===== src/rtl/rxce_pkg.sv =====
package rxce_pkg;

    typedef enum logic [1:0] {
        TAG_NONE,
        TAG_CELL,
        TAG_CMD
    } tag_e;

    typedef enum logic [2:0] {
        CLS_DATA,
        CLS_CTRL,
        CLS_VIOL,
        CLS_CELL,
        CLS_CMD,
        CLS_SIG_HI,
        CLS_SIG_LO,
        CLS_PASS
    } cls_e;

endpackage


===== src/rtl/rxce_classify.sv =====
module rxce_classify
    import rxce_pkg::*;
#(
    parameter int                DATA_W      = 8,
    parameter logic [DATA_W-1:0] CELL_CODE   = 8'hF7,
    parameter logic [DATA_W-1:0] CMD_CODE    = 8'hFB,
    parameter logic [DATA_W-1:0] SIG_HI_CODE = 8'h1C,
    parameter logic [DATA_W-1:0] SIG_LO_CODE = 8'h7C
) (
    input  logic [DATA_W-1:0] in_data,
    input  logic              in_is_ctrl,
    input  logic              in_viol,
    input  logic              bypass,
    output cls_e              cls
);
    localparam int NUM_MK = 4;
    localparam logic [DATA_W-1:0] MK_CODE [NUM_MK] =
        '{CELL_CODE, CMD_CODE, SIG_HI_CODE, SIG_LO_CODE};

    logic [NUM_MK-1:0] hit;

    for (genvar i = 0; i < NUM_MK; i++) begin : g_match
        assign hit[i] = in_is_ctrl && (in_data == MK_CODE[i]);
    end

    always_comb begin
        if (bypass)          cls = CLS_PASS;
        else if (in_viol)    cls = CLS_VIOL;
        else if (hit[0])     cls = CLS_CELL;
        else if (hit[1])     cls = CLS_CMD;
        else if (hit[2])     cls = CLS_SIG_HI;
        else if (hit[3])     cls = CLS_SIG_LO;
        else if (in_is_ctrl) cls = CLS_CTRL;
        else                 cls = CLS_DATA;
    end
endmodule


===== src/rtl/rxce_tag_track.sv =====
module rxce_tag_track
    import rxce_pkg::*;
(
    input  logic clk,
    input  logic rst_n,
    input  logic in_valid,
    input  cls_e cls,
    output tag_e pend_o
);
    tag_e pend_d, pend_q;

    always_comb begin
        pend_d = pend_q;
        if (in_valid) begin
            case (cls)
                CLS_CELL:               pend_d = TAG_CELL;
                CLS_CMD:                pend_d = TAG_CMD;
                CLS_SIG_HI, CLS_SIG_LO: pend_d = pend_q;
                default:                pend_d = TAG_NONE;
            endcase
        end
    end

    always_ff @(posedge clk) begin
        if (!rst_n) pend_q <= TAG_NONE;
        else        pend_q <= pend_d;
    end

    assign pend_o = pend_q;

    // signal codes leave the pending tag alone
    p_sig_keeps_tag_r3: assert property (@(posedge clk) disable iff (!rst_n)
        (in_valid && (cls == CLS_SIG_HI || cls == CLS_SIG_LO)) |=> $stable(pend_q));

    // idle cycles leave the pending tag alone
    p_idle_keeps_tag_r8: assert property (@(posedge clk) disable iff (!rst_n)
        !in_valid |=> $stable(pend_q));

    // a second marker overwrites the first
    p_marker_replaces_r6: assert property (@(posedge clk) disable iff (!rst_n)
        (in_valid && cls == CLS_CMD) |=> (pend_q == TAG_CMD));
endmodule


===== src/rtl/rxce_sig_level.sv =====
module rxce_sig_level
    import rxce_pkg::*;
(
    input  logic clk,
    input  logic rst_n,
    input  logic in_valid,
    input  cls_e cls,
    output logic level_o
);
    logic level_d, level_q;

    always_comb begin
        level_d = level_q;
        if (in_valid && cls == CLS_SIG_HI) level_d = 1'b1;
        if (in_valid && cls == CLS_SIG_LO) level_d = 1'b0;
    end

    always_ff @(posedge clk) begin
        if (!rst_n) level_q <= 1'b0;
        else        level_q <= level_d;
    end

    assign level_o = level_q;

    // anything but a recognised signal code holds the level
    p_level_holds_r9: assert property (@(posedge clk) disable iff (!rst_n)
        !(in_valid && (cls == CLS_SIG_HI || cls == CLS_SIG_LO)) |=> $stable(level_q));
endmodule


===== src/rtl/rxce_word_form.sv =====
module rxce_word_form
    import rxce_pkg::*;
#(
    parameter int                DATA_W     = 8,
    parameter logic [DATA_W-1:0] SUBST_CODE = 8'hE0
) (
    input  logic              clk,
    input  logic              rst_n,
    input  logic              in_valid,
    input  logic [DATA_W-1:0] in_data,
    input  logic              in_is_ctrl,
    input  logic              in_viol,
    input  cls_e              cls,
    input  tag_e              pend,
    output logic              wr_en_o,
    output logic [DATA_W-1:0] wr_data_o,
    output logic              wr_soc_o,
    output logic              wr_ctrl_o,
    output logic              wr_viol_o
);
    typedef struct packed {
        logic              wr;
        logic [DATA_W-1:0] data;
        logic              soc;
        logic              ctrl;
        logic              viol;
    } word_t;

    word_t w_d, w_q;

    always_comb begin
        w_d    = w_q;
        w_d.wr = 1'b0;
        if (in_valid) begin
            case (cls)
                CLS_PASS: begin
                    w_d.wr   = 1'b1;
                    w_d.data = in_data;
                    w_d.soc  = 1'b0;
                    w_d.ctrl = in_is_ctrl;
                    w_d.viol = in_viol;
                end
                CLS_VIOL: begin
                    w_d.wr   = 1'b1;
                    w_d.data = SUBST_CODE;
                    w_d.soc  = 1'b0;
                    w_d.ctrl = 1'b1;
                    w_d.viol = 1'b1;
                end
                CLS_DATA, CLS_CTRL: begin
                    w_d.wr   = 1'b1;
                    w_d.data = in_data;
                    w_d.viol = 1'b0;
                    case (pend)
                        TAG_CELL: begin
                            w_d.soc  = 1'b1;
                            w_d.ctrl = 1'b0;
                        end
                        TAG_CMD: begin
                            w_d.soc  = 1'b1;
                            w_d.ctrl = 1'b1;
                        end
                        default: begin
                            w_d.soc  = 1'b0;
                            w_d.ctrl = (cls == CLS_CTRL);
                        end
                    endcase
                end
                default: w_d.wr = 1'b0;
            endcase
        end
    end

    always_ff @(posedge clk) begin
        if (!rst_n) w_q <= '0;
        else        w_q <= w_d;
    end

    assign wr_en_o   = w_q.wr;
    assign wr_data_o = w_q.data;
    assign wr_soc_o  = w_q.soc;
    assign wr_ctrl_o = w_q.ctrl;
    assign wr_viol_o = w_q.viol;

    // a strobe only ever follows a valid input
    p_strobe_from_valid_r8: assert property (@(posedge clk) disable iff (!rst_n)
        w_q.wr |-> $past(in_valid));

    // a tagged word never carries a violation
    p_soc_clean_r1: assert property (@(posedge clk) disable iff (!rst_n)
        (w_q.wr && w_q.soc) |-> !w_q.viol);

    // substituted violation word outside bypass
    p_viol_subst_r4: assert property (@(posedge clk) disable iff (!rst_n)
        (w_q.wr && w_q.viol && $past(cls != CLS_PASS)) |-> (w_q.ctrl && w_q.data == SUBST_CODE));
endmodule


===== src/rtl/rx_special_ctl.sv =====
module rx_special_ctl
    import rxce_pkg::*;
#(
    parameter int                DATA_W      = 8,
    parameter logic [DATA_W-1:0] CELL_CODE   = 8'hF7,
    parameter logic [DATA_W-1:0] CMD_CODE    = 8'hFB,
    parameter logic [DATA_W-1:0] SIG_HI_CODE = 8'h1C,
    parameter logic [DATA_W-1:0] SIG_LO_CODE = 8'h7C,
    parameter logic [DATA_W-1:0] SUBST_CODE  = 8'hE0
) (
    input  logic              clk,
    input  logic              rst_n,
    input  logic              in_valid,
    input  logic [DATA_W-1:0] in_data,
    input  logic              in_is_ctrl,
    input  logic              in_viol,
    input  logic              bypass,
    output logic              wr_en_o,
    output logic [DATA_W-1:0] wr_data_o,
    output logic              wr_soc_o,
    output logic              wr_ctrl_o,
    output logic              wr_viol_o,
    output logic              sig_o
);
    cls_e cls;
    tag_e pend;

    rxce_classify #(
        .DATA_W     (DATA_W),
        .CELL_CODE  (CELL_CODE),
        .CMD_CODE   (CMD_CODE),
        .SIG_HI_CODE(SIG_HI_CODE),
        .SIG_LO_CODE(SIG_LO_CODE)
    ) classify_i (
        .in_data   (in_data),
        .in_is_ctrl(in_is_ctrl),
        .in_viol   (in_viol),
        .bypass    (bypass),
        .cls       (cls)
    );

    rxce_tag_track tag_i (
        .clk     (clk),
        .rst_n   (rst_n),
        .in_valid(in_valid),
        .cls     (cls),
        .pend_o  (pend)
    );

    rxce_sig_level sig_i (
        .clk     (clk),
        .rst_n   (rst_n),
        .in_valid(in_valid),
        .cls     (cls),
        .level_o (sig_o)
    );

    rxce_word_form #(
        .DATA_W    (DATA_W),
        .SUBST_CODE(SUBST_CODE)
    ) word_i (
        .clk       (clk),
        .rst_n     (rst_n),
        .in_valid  (in_valid),
        .in_data   (in_data),
        .in_is_ctrl(in_is_ctrl),
        .in_viol   (in_viol),
        .cls       (cls),
        .pend      (pend),
        .wr_en_o   (wr_en_o),
        .wr_data_o (wr_data_o),
        .wr_soc_o  (wr_soc_o),
        .wr_ctrl_o (wr_ctrl_o),
        .wr_viol_o (wr_viol_o)
    );

    // cell marker is consumed
    p_cell_dropped_r1: assert property (@(posedge clk) disable iff (!rst_n)
        (in_valid && !bypass && !in_viol && in_is_ctrl && in_data == CELL_CODE) |=> !wr_en_o);

    // command marker is consumed
    p_cmd_dropped_r2: assert property (@(posedge clk) disable iff (!rst_n)
        (in_valid && !bypass && !in_viol && in_is_ctrl && in_data == CMD_CODE) |=> !wr_en_o);

    // signal-high code raises the level without a write
    p_sig_high_r3: assert property (@(posedge clk) disable iff (!rst_n)
        (in_valid && !bypass && !in_viol && in_is_ctrl && in_data == SIG_HI_CODE)
        |=> (sig_o && !wr_en_o));

    // reset clears strobe and level
    p_reset_clear_r7: assert property (@(posedge clk)
        !rst_n |=> (!wr_en_o && !sig_o));

    // bypass writes the raw byte untagged
    p_bypass_raw_r9: assert property (@(posedge clk) disable iff (!rst_n)
        (in_valid && bypass) |=> (wr_en_o && wr_data_o == $past(in_data) && !wr_soc_o));
endmodule


===== config.mk =====
export PLATFORM = sky130hd
export DESIGN_NAME = rx_special_ctl
export DESIGN_NICKNAME = d
export VERILOG_FILES = /design/src/rtl/rxce_pkg.sv /design/src/rtl/rxce_classify.sv /design/src/rtl/rxce_tag_track.sv /design/src/rtl/rxce_sig_level.sv /design/src/rtl/rxce_word_form.sv /design/src/rtl/rx_special_ctl.sv
export SDC_FILE = /design/constraint.sdc
export NUM_CORES = 1
export LEC_CHECK = 0
export ABC_AREA = 1
export BUFFER_PORTS_ARGS = -buffer_cell sky130_fd_sc_hd__buf_2
export CAP_MARGIN = 0
export CORE_ASPECT_RATIO = 1.4
export CORE_MARGIN = 2
export CORE_UTILIZATION = 42
export DETAILED_ROUTE_END_ITERATION = 6
export HOLD_SLACK_MARGIN = 0.05
export PLACE_DENSITY = 0.73
export SKIP_CTS_REPAIR_TIMING = 1
export SLEW_MARGIN = 20
export SYNTH_ARGS = -nofsm -noshare
export SYNTH_HDL_FRONTEND = slang
export SYNTH_HIERARCHICAL = 1
export SYNTH_SLANG_ARGS = --single-unit

===== constraint.sdc =====
create_clock -name clk -period 2.5 [get_ports clk]
set_input_delay 0.25 -clock clk [delete_from_list [all_inputs] [get_ports clk]]
set_output_delay 0.25 -clock clk [all_outputs]
set_load 0.02 [all_outputs]

==> parameters.txt, run 1 <==
Parameter                              Value

Outcome
  Status ... completed

Yosys
  Cell type with the largest total area after synthesis ... sky130_fd_sc_hd__dfxtp_1
  Share of the synthesized area in the top cell type ... 35.3%
  Number of distinct library cells after synthesis ... 17
  Instance count of the mapped netlist ... 133
  Sequential area share after synthesis ... 35.3%
  Register bit total from synthesis ... 15
  Post-synth EDFFs ... 0
  Netlist area before placement ... 850 µm²
  Prevailing post-synth register cell ... sky130_fd_sc_hd__dfxtp_1
  Biggest area contributors in the synthesized netlist ... sky130_fd_sc_hd__dfxtp_1 35%, sky130_fd_sc_hd__nand2_1 15%, sky130_fd_sc_hd__nand3_1 12%
  Average instance area after synthesis ... 6.39 µm²
  Yosys warns ... 6
  Post-synth ARST share ... 0%
  Syn Nets ... 148

Timing
  Setup repair after global routing missed its margin ... false
  Endpoints failing setup ... 0
  Relative slew slack ... 72.4%
  Final number of hold-violating endpoints ... 0
  Worst Skew ... 0.000646 ns
  Min cycle time layout ... 1.55 ns
  Part of the cycle the worst path needs ... 61.8%
  Timing-limited maximum frequency ... 0.647 GHz
  Final total negative setup slack ... 0 ns
  Tightest Pin Transition ... 0.411 ns
  Final slew viol count ... 0

Worst setup path
  Crit end category ... flop
  Worst Setup Start Kind ... input pin
  Data arrival time of the critical path ... 1.72 ns
  Biggest fanout along the worst timing path ... 11
  Worst Path Required ... 2.68 ns
  Kind of critical path ... in2reg

Clock tree
  Clock tree from TritonCTS ... built
  Buffer cell driving the clock tree root ... sky130_fd_sc_hd__clkbuf_4
  Sink Count ... 15
  CTS clock-pin slew for the worst setup and hold paths ... 0.09 ns
  H-Tree Depth ... 1
  Cts bufs inserted ... 3
  Worst-skew pair later-pin latency ... 0.27 ns
  Clock Tree Buf Depth ... 2

Layout
  Area Growth Syn to Fin ... 19.4%
  Fraction of final layout cells with drive strength greater than 1 ... 25.5%
  Number of antenna diodes ... 0
  Post-route insts no fill ... 182
  Layout fillers ... 208
  Number of nets in the layout ... 177
  Post-Layout Inst Area ... 1010 µm²

GRT
  Overall fraction of global-route tracks in use ... 16.8%
  Via count of the first global-routing pass ... 847
  Global-route wire length before repair ... 3.20 mm
  Maximum number of pins on one net before global-route repair ... 15
  Number of antenna violations at the first check in global routing ... 0
  Total grt overflow ... 0

Placement
  Weighted congestion at the end of routability-driven global placement ... 0.853
  Placed Cells ... 178
  DP HPWL ... 1.54 mm
  Number of I/O port buffers ... 26
  Placement-stage cell area ... 987 µm²

Pwr
  IR drop worst, VDD ... 0.348 mV
  Pwr Density ... 493 nW/µm²
  Leakage component of the power ... 0.000574 µW

Die
  Die height ... 57.2 µm
  Starting density of the core ... 44.1%
  Number of I/O pins ... 27
  Number of cell rows ... 19
  Die Outline Area ... 2400 µm²
  Horizontal die dimension ... 42.0 µm
  Floorplan Core Area ... 1930 µm²

Detailed routing
  Vias after detailed routing ... 906
  Remaining antenna violation count ... 0
  DRC marker count from the first detailed-route iteration ... 12
  DRT Wirelength ... 1.91 mm
  Length of the first detailed-routing pass in iterations ... 4
  Detailed-route wire length per cell ... 10.5 µm
  DRC violations left ... 0
  Drt via density ... 4.98

Hold path
  Tightest Hold Check Type ... in2reg

Run
  Maximum capacitance violations ... 0
## layout by cell type, fill, tap and decap left out, drive strengths merged, types with 3 or more instances in the layout
cell type and instances:
nor2 14, dfxtp 15, a21oi 4, or2 3, nand4 5, buf 26
nand2 37, o21ai 7, clkbuf 3, nand3 23, inv 21
## sequential cells by signal, indices dropped and copies added (netlist names)
name / cells
tag_i/pend_o: 2
sig_i/level_o: 1
word_i/wr_soc_o: 1
word_i/wr_en_o: 1
word_i/wr_ctrl_o: 1
word_i/wr_data_o: 8
word_i/wr_viol_o: 1
## layer usage
layer,GRT usage [%],wire [µm],vias up
met1,16.7,761,397
met4,5.36,22,0
met5,0,0,-
met2,33.9,1030,25
met3,3.16,90,4
li1,-,-,480
## where the power goes
part	internal [µW]	switching (µW)
Combinational	37.0	72.2
Clock	59.2	75.4
Sequential	251	5.28
## cells by family after synthesis
kind of cell | synth area share, %
compound gates | 6.48
fa+ha+maj | 1.47
buf+inv | 11.5
flops | 35.3
simple gates | 45.2
## worst max-delay path: stages
cell and delay (ns):
sky130_fd_sc_hd__buf_2 0.11, sky130_fd_sc_hd__inv_1 0.06, sky130_fd_sc_hd__nand2_1 0.05, sky130_fd_sc_hd__nor2_1 0.12, sky130_fd_sc_hd__nand3_1 0.12, sky130_fd_sc_hd__nand3_1 0.08, sky130_fd_sc_hd__nand2_1 0.05, sky130_fd_sc_hd__nand2_1 0.21
sky130_fd_sc_hd__inv_1 0.13, sky130_fd_sc_hd__nand2_2 0.11, sky130_fd_sc_hd__nand2_2 0.07, sky130_fd_sc_hd__nand2_2 0.17, sky130_fd_sc_hd__nand2_1 0.08, sky130_fd_sc_hd__nand2_1 0.07, sky130_fd_sc_hd__nor2_1 0.05
## stage by stage
stage	util [%]	setup WS [ns]	hold WS (ns)	power, µW
4_1_cts	52.7	0.989	0.269	507
2_1_floorplan	-	1.03	0.376	335
3_3_place_gp	51.3	0.772	0.450	368
3_5_place_dp	51.3	0.687	0.454	371
6_report	52.7	0.955	0.268	500
5_1_grt	52.7	0.735	0.285	532
## synth_stat cells, types with 2 or more instances
cell and n:
sky130_fd_sc_hd__a21oi_1 4, sky130_fd_sc_hd__dfxtp_1 15, sky130_fd_sc_hd__inv_1 20, sky130_fd_sc_hd__nand2_1 34, sky130_fd_sc_hd__nand2_2 3, sky130_fd_sc_hd__nand3_1 21
sky130_fd_sc_hd__nand3_2 2, sky130_fd_sc_hd__nand4_1 5, sky130_fd_sc_hd__nor2_1 12, sky130_fd_sc_hd__nor2_2 2, sky130_fd_sc_hd__o21ai_0 7, sky130_fd_sc_hd__or2_2 3
## final cells by class
class / instances / area [µm²] / area share [%]
multi-input cells: 95 / 452 / 44.5
flip-flops and latches: 15 / 300 / 29.6
repair buffers: 26 / 130 / 12.8
inverters: 21 / 78.8 / 7.77
well taps: 21 / 26.3 / 2.59
clock buffers: 3 / 22.5 / 2.22
clock inverters: 1 / 5.00 / 0.493
## worst paths after layout
kind                         end  slack, ns  cells after the start            start
max             word_i/wr_ctrl_o       0.95                     15       in_data[7]
min          word_i/wr_data_o[4]       0.27                      3       in_data[4]
max reg2reg     word_i/wr_ctrl_o       1.34                      7  tag_i/pend_o[0]
min reg2reg      tag_i/pend_o[0]       0.46                      2  tag_i/pend_o[0]
Power figures use the tool's default switching activity.
==> run 2, diff against run 1 <==
--- a/config.mk
+++ b/config.mk
@@ -13,7 +13,7 @@
 export CORE_UTILIZATION = 42
 export DETAILED_ROUTE_END_ITERATION = 6
 export HOLD_SLACK_MARGIN = 0.05
-export PLACE_DENSITY = 0.73
+export PLACE_DENSITY = 0.75
 export SKIP_CTS_REPAIR_TIMING = 1
 export SLEW_MARGIN = 20
 export SYNTH_ARGS = -nofsm -noshare
==> constraint.sdc (replaced) <==
create_clock -name clk -period 1.3 [get_ports clk]
set_input_delay 0.13 -clock clk [delete_from_list [all_inputs] [get_ports clk]]
set_output_delay 0.13 -clock clk [all_outputs]
set_load 0.02 [all_outputs]
==> parameters.txt, run 2 (same netlist as run 1, synthesis figures left out) <==
Parameter                              Value

Timing
  Final slew viol count ... 0 (unchanged)
  Part of the cycle the worst path needs ... 94.0%
  Setup repair after global routing missed its margin ... true
  Relative slew slack ... 81.5% (+9.1 points)
  Endpoints failing setup ... 0 (unchanged)
  Tightest Pin Transition ... 0.278 ns (-0.133 ns)
  Min cycle time layout ... 1.22 ns
  Final total negative setup slack ... 0 ns (unchanged)
  Timing-limited maximum frequency ... 0.819 GHz
  Final number of hold-violating endpoints ... 0 (unchanged)
  Worst Skew ... 0.000293 ns (-0.000352 ns)
  Slack of the critical path ... 0.0783 ns (-0.876 ns)

Detailed routing
  Vias after detailed routing ... 984 (+8.6%)
  Drt via density ... 4.97 (-0.17%)
  DRC marker count from the first detailed-route iteration ... 18 (+6)
  Remaining antenna violation count ... 0 (unchanged)
  Length of the first detailed-routing pass in iterations ... 4 (unchanged)
  DRT Wirelength ... 2.10 mm (+10%)
  Detailed-route wire length per cell ... 10.6 µm (+1.2%)
  DRC violations left ... 0 (unchanged)

Layout
  Most used cells in the layout excluding fill and tap cells ... 30 x sky130_fd_sc_hd__nand2_1, 26 x sky130_fd_sc_hd__buf_2, 18 x sky130_fd_sc_hd__inv_1, 18 x sky130_fd_sc_hd__nand3_1, 16 x sky130_fd_sc_hd__buf_4
  Post-route insts no fill ... 198 (+8.8%)
  Number of antenna diodes ... 0 (unchanged)
  Post-Layout Inst Area ... 1190 µm² (+17%)
  Area used by multi-input combinational logic ... 504 µm² (+12%)
  Number of flip-flops under the largest register name ... 8 (unchanged)
  Most common library cell in the layout ignoring fill and taps ... sky130_fd_sc_hd__nand2_1
  Area occupied by registers ... 300 µm² (unchanged)
  Layout fillers ... 187 (-10%)
  Number of nets in the layout ... 193 (+9.0%)
  Fraction of final layout cells with drive strength greater than 1 ... 38.4% (+13 points)
  Area Growth Syn to Fin ... 39.8%

Clock tree
  Clock Tree Buf Depth ... 2 (unchanged)
  Clock tree from TritonCTS ... built
  Buffer cell driving the clock tree root ... sky130_fd_sc_hd__clkbuf_4
  H-Tree Depth ... 1 (unchanged)
  Cts bufs inserted ... 3 (unchanged)
  Sink Count ... 15 (unchanged)
  CTS clock-pin slew for the worst setup and hold paths ... 0.09 ns (about the same)
  Worst-skew pair later-pin latency ... 0.27 ns (about the same)

GRT
  Met3 Resource Use GR ... 2.85% (-0.32 points)
  Maximum number of pins on one net before global-route repair ... 15 (unchanged)
  Number of antenna violations at the first check in global routing ... 0 (unchanged)
  Global-route wire length before repair ... 3.37 mm (+5.2%)
  Global-route track usage on met1 ... 18.3% (+1.6 points)
  GR Layer Usage met2 ... 35.3% (+1.3 points)
  Layer with the highest usage ... met2
  Via count of the first global-routing pass ... 906 (+7.0%)
  Overall fraction of global-route tracks in use ... 17.3% (+0.47 points)
  Total grt overflow ... 0 (unchanged)

Die
  Number of I/O pins ... 27 (unchanged)
  Starting density of the core ... 44.1% (unchanged)
  Horizontal die dimension ... 42.0 µm (unchanged)
  Number of cell rows ... 19 (unchanged)
  Die height ... 57.2 µm (unchanged)
  Die Outline Area ... 2400 µm² (unchanged)
  Floorplan Core Area ... 1930 µm² (unchanged)

Worst setup path
  CP endpoint ... word_i/wr_viol_o
  Kind of critical path ... in2reg
  Biggest fanout along the worst timing path ... 5 (-6)
  Crit end category ... flop
  Data arrival time of the critical path ... 1.38 ns (-0.34 ns)
  Worst flop-to-flop path endpoint ... word_i/wr_ctrl_o
  Slack of the worst reg-to-reg path ... 0.16 ns (-1.18 ns)
  Worst Setup Start Kind ... input pin
  Worst Path Required ... 1.46 ns (-1.22 ns)
  Launch point of the critical path ... in_data[7]
  Startpoint of the worst-slack reg-to-reg timing path ... tag_i/pend_o[0]
  Cells on worst reg2reg path ... 7 (unchanged)

Pwr
  Pwr Density ... 862 nW/µm² (+75%)
  Total power ... 1020 µW (+100%)
  Leakage component of the power ... 0.000663 µW (+16%)
  IR drop worst, VDD ... 0.853 mV (+150%)

Placement
  Placement-stage cell area ... 1100 µm² (+12%)
  Weighted congestion at the end of routability-driven global placement ... 0.834 (-2.3%)
  Worst slack at placement ... -0.213 ns (-0.900 ns)
  DP HPWL ... 1.62 mm (+5.0%)
  Placed Cells ... 193 (+8.4%)
  Number of I/O port buffers ... 26 (unchanged)

Hold path
  Tightest Hold Check Type ... in2reg

Run
  Maximum capacitance violations ... 0 (unchanged)

Outcome
  Status ... completed
## run 2: changes by cell type in the layout (fill, tap and decap cells not counted), sizes merged
| cell | previous run | this run |
|---|---|---|
| buf | 26 | 42 |
## run 2: worst min path at each step
stage	startpoint	endpoint	slack [ns]	cells after the start
finish	in_data[5]	word_i/wr_data_o[5]	0.17	4
global route	in_data[6]	word_i/wr_data_o[6]	0.18	4
CTS	in_data[5]	word_i/wr_data_o[5]	0.16	4
detailed placement	in_data[5]	word_i/wr_data_o[5]	0.44	4
global placement	in_data[7]	word_i/wr_data_o[7]	0.44	4
floorplan	rst_n	sig_i/level_o	0.26	2
## run 2: layout make-up
| cell class | instances | share of cell area (%) |
|---|---|---|
| Clock buffer | 3 | 1.90 |
| Clock inverter | 1 | 0.421 |
| Inverter | 21 | 6.64 |
| Multi-Input combinational cell | 95 | 42.5 |
| Sequential cell | 15 | 25.3 |
| Tap cell | 21 | 2.21 |
| Timing Repair Buffer | 42 | 21.1 |
## run 2: layer usage
metal | vias to the layer above | routed length [µm]
met1 | 452 | 855
met2 | 21 | 1160
met5 | - | 0
met4 | 0 | 6
met3 | 2 | 79
li1 | 509 | -
## run 2: power breakdown
| group | switching [µW] | internal, µW | leakage [µW] | total, µW |
|---|---|---|---|---|
| Clock | 149 | 114 | 0.0000177 | 263 |
| Combinational | 160 | 108 | 0.000523 | 268 |
| Sequential | 10.1 | 482 | 0.000122 | 492 |
## run 2: stage by stage
| stage | utilization, % | hold WS [ns] |
|---|---|---|
| finish | 61.7 | 0.166 |
| detailed placement | 57.4 | 0.443 |
| global placement | 57.4 | 0.442 |
| floorplan | - | 0.256 |
| CTS | 58.8 | 0.159 |
| global route | 61.7 | 0.182 |
## run 2: worst max-delay path, cell delays in order
cell and delay (ns):
sky130_fd_sc_hd__buf_2 0.11, sky130_fd_sc_hd__inv_1 0.06, sky130_fd_sc_hd__nand2_1 0.06, sky130_fd_sc_hd__nor2_2 0.15, sky130_fd_sc_hd__a21oi_1 0.09, sky130_fd_sc_hd__nand3_1 0.09, sky130_fd_sc_hd__nand2_2 0.08, sky130_fd_sc_hd__nand2_1 0.09
sky130_fd_sc_hd__nand2_2 0.08, sky130_fd_sc_hd__buf_4 0.14, sky130_fd_sc_hd__a21oi_1 0.17, sky130_fd_sc_hd__o21ai_0 0.12
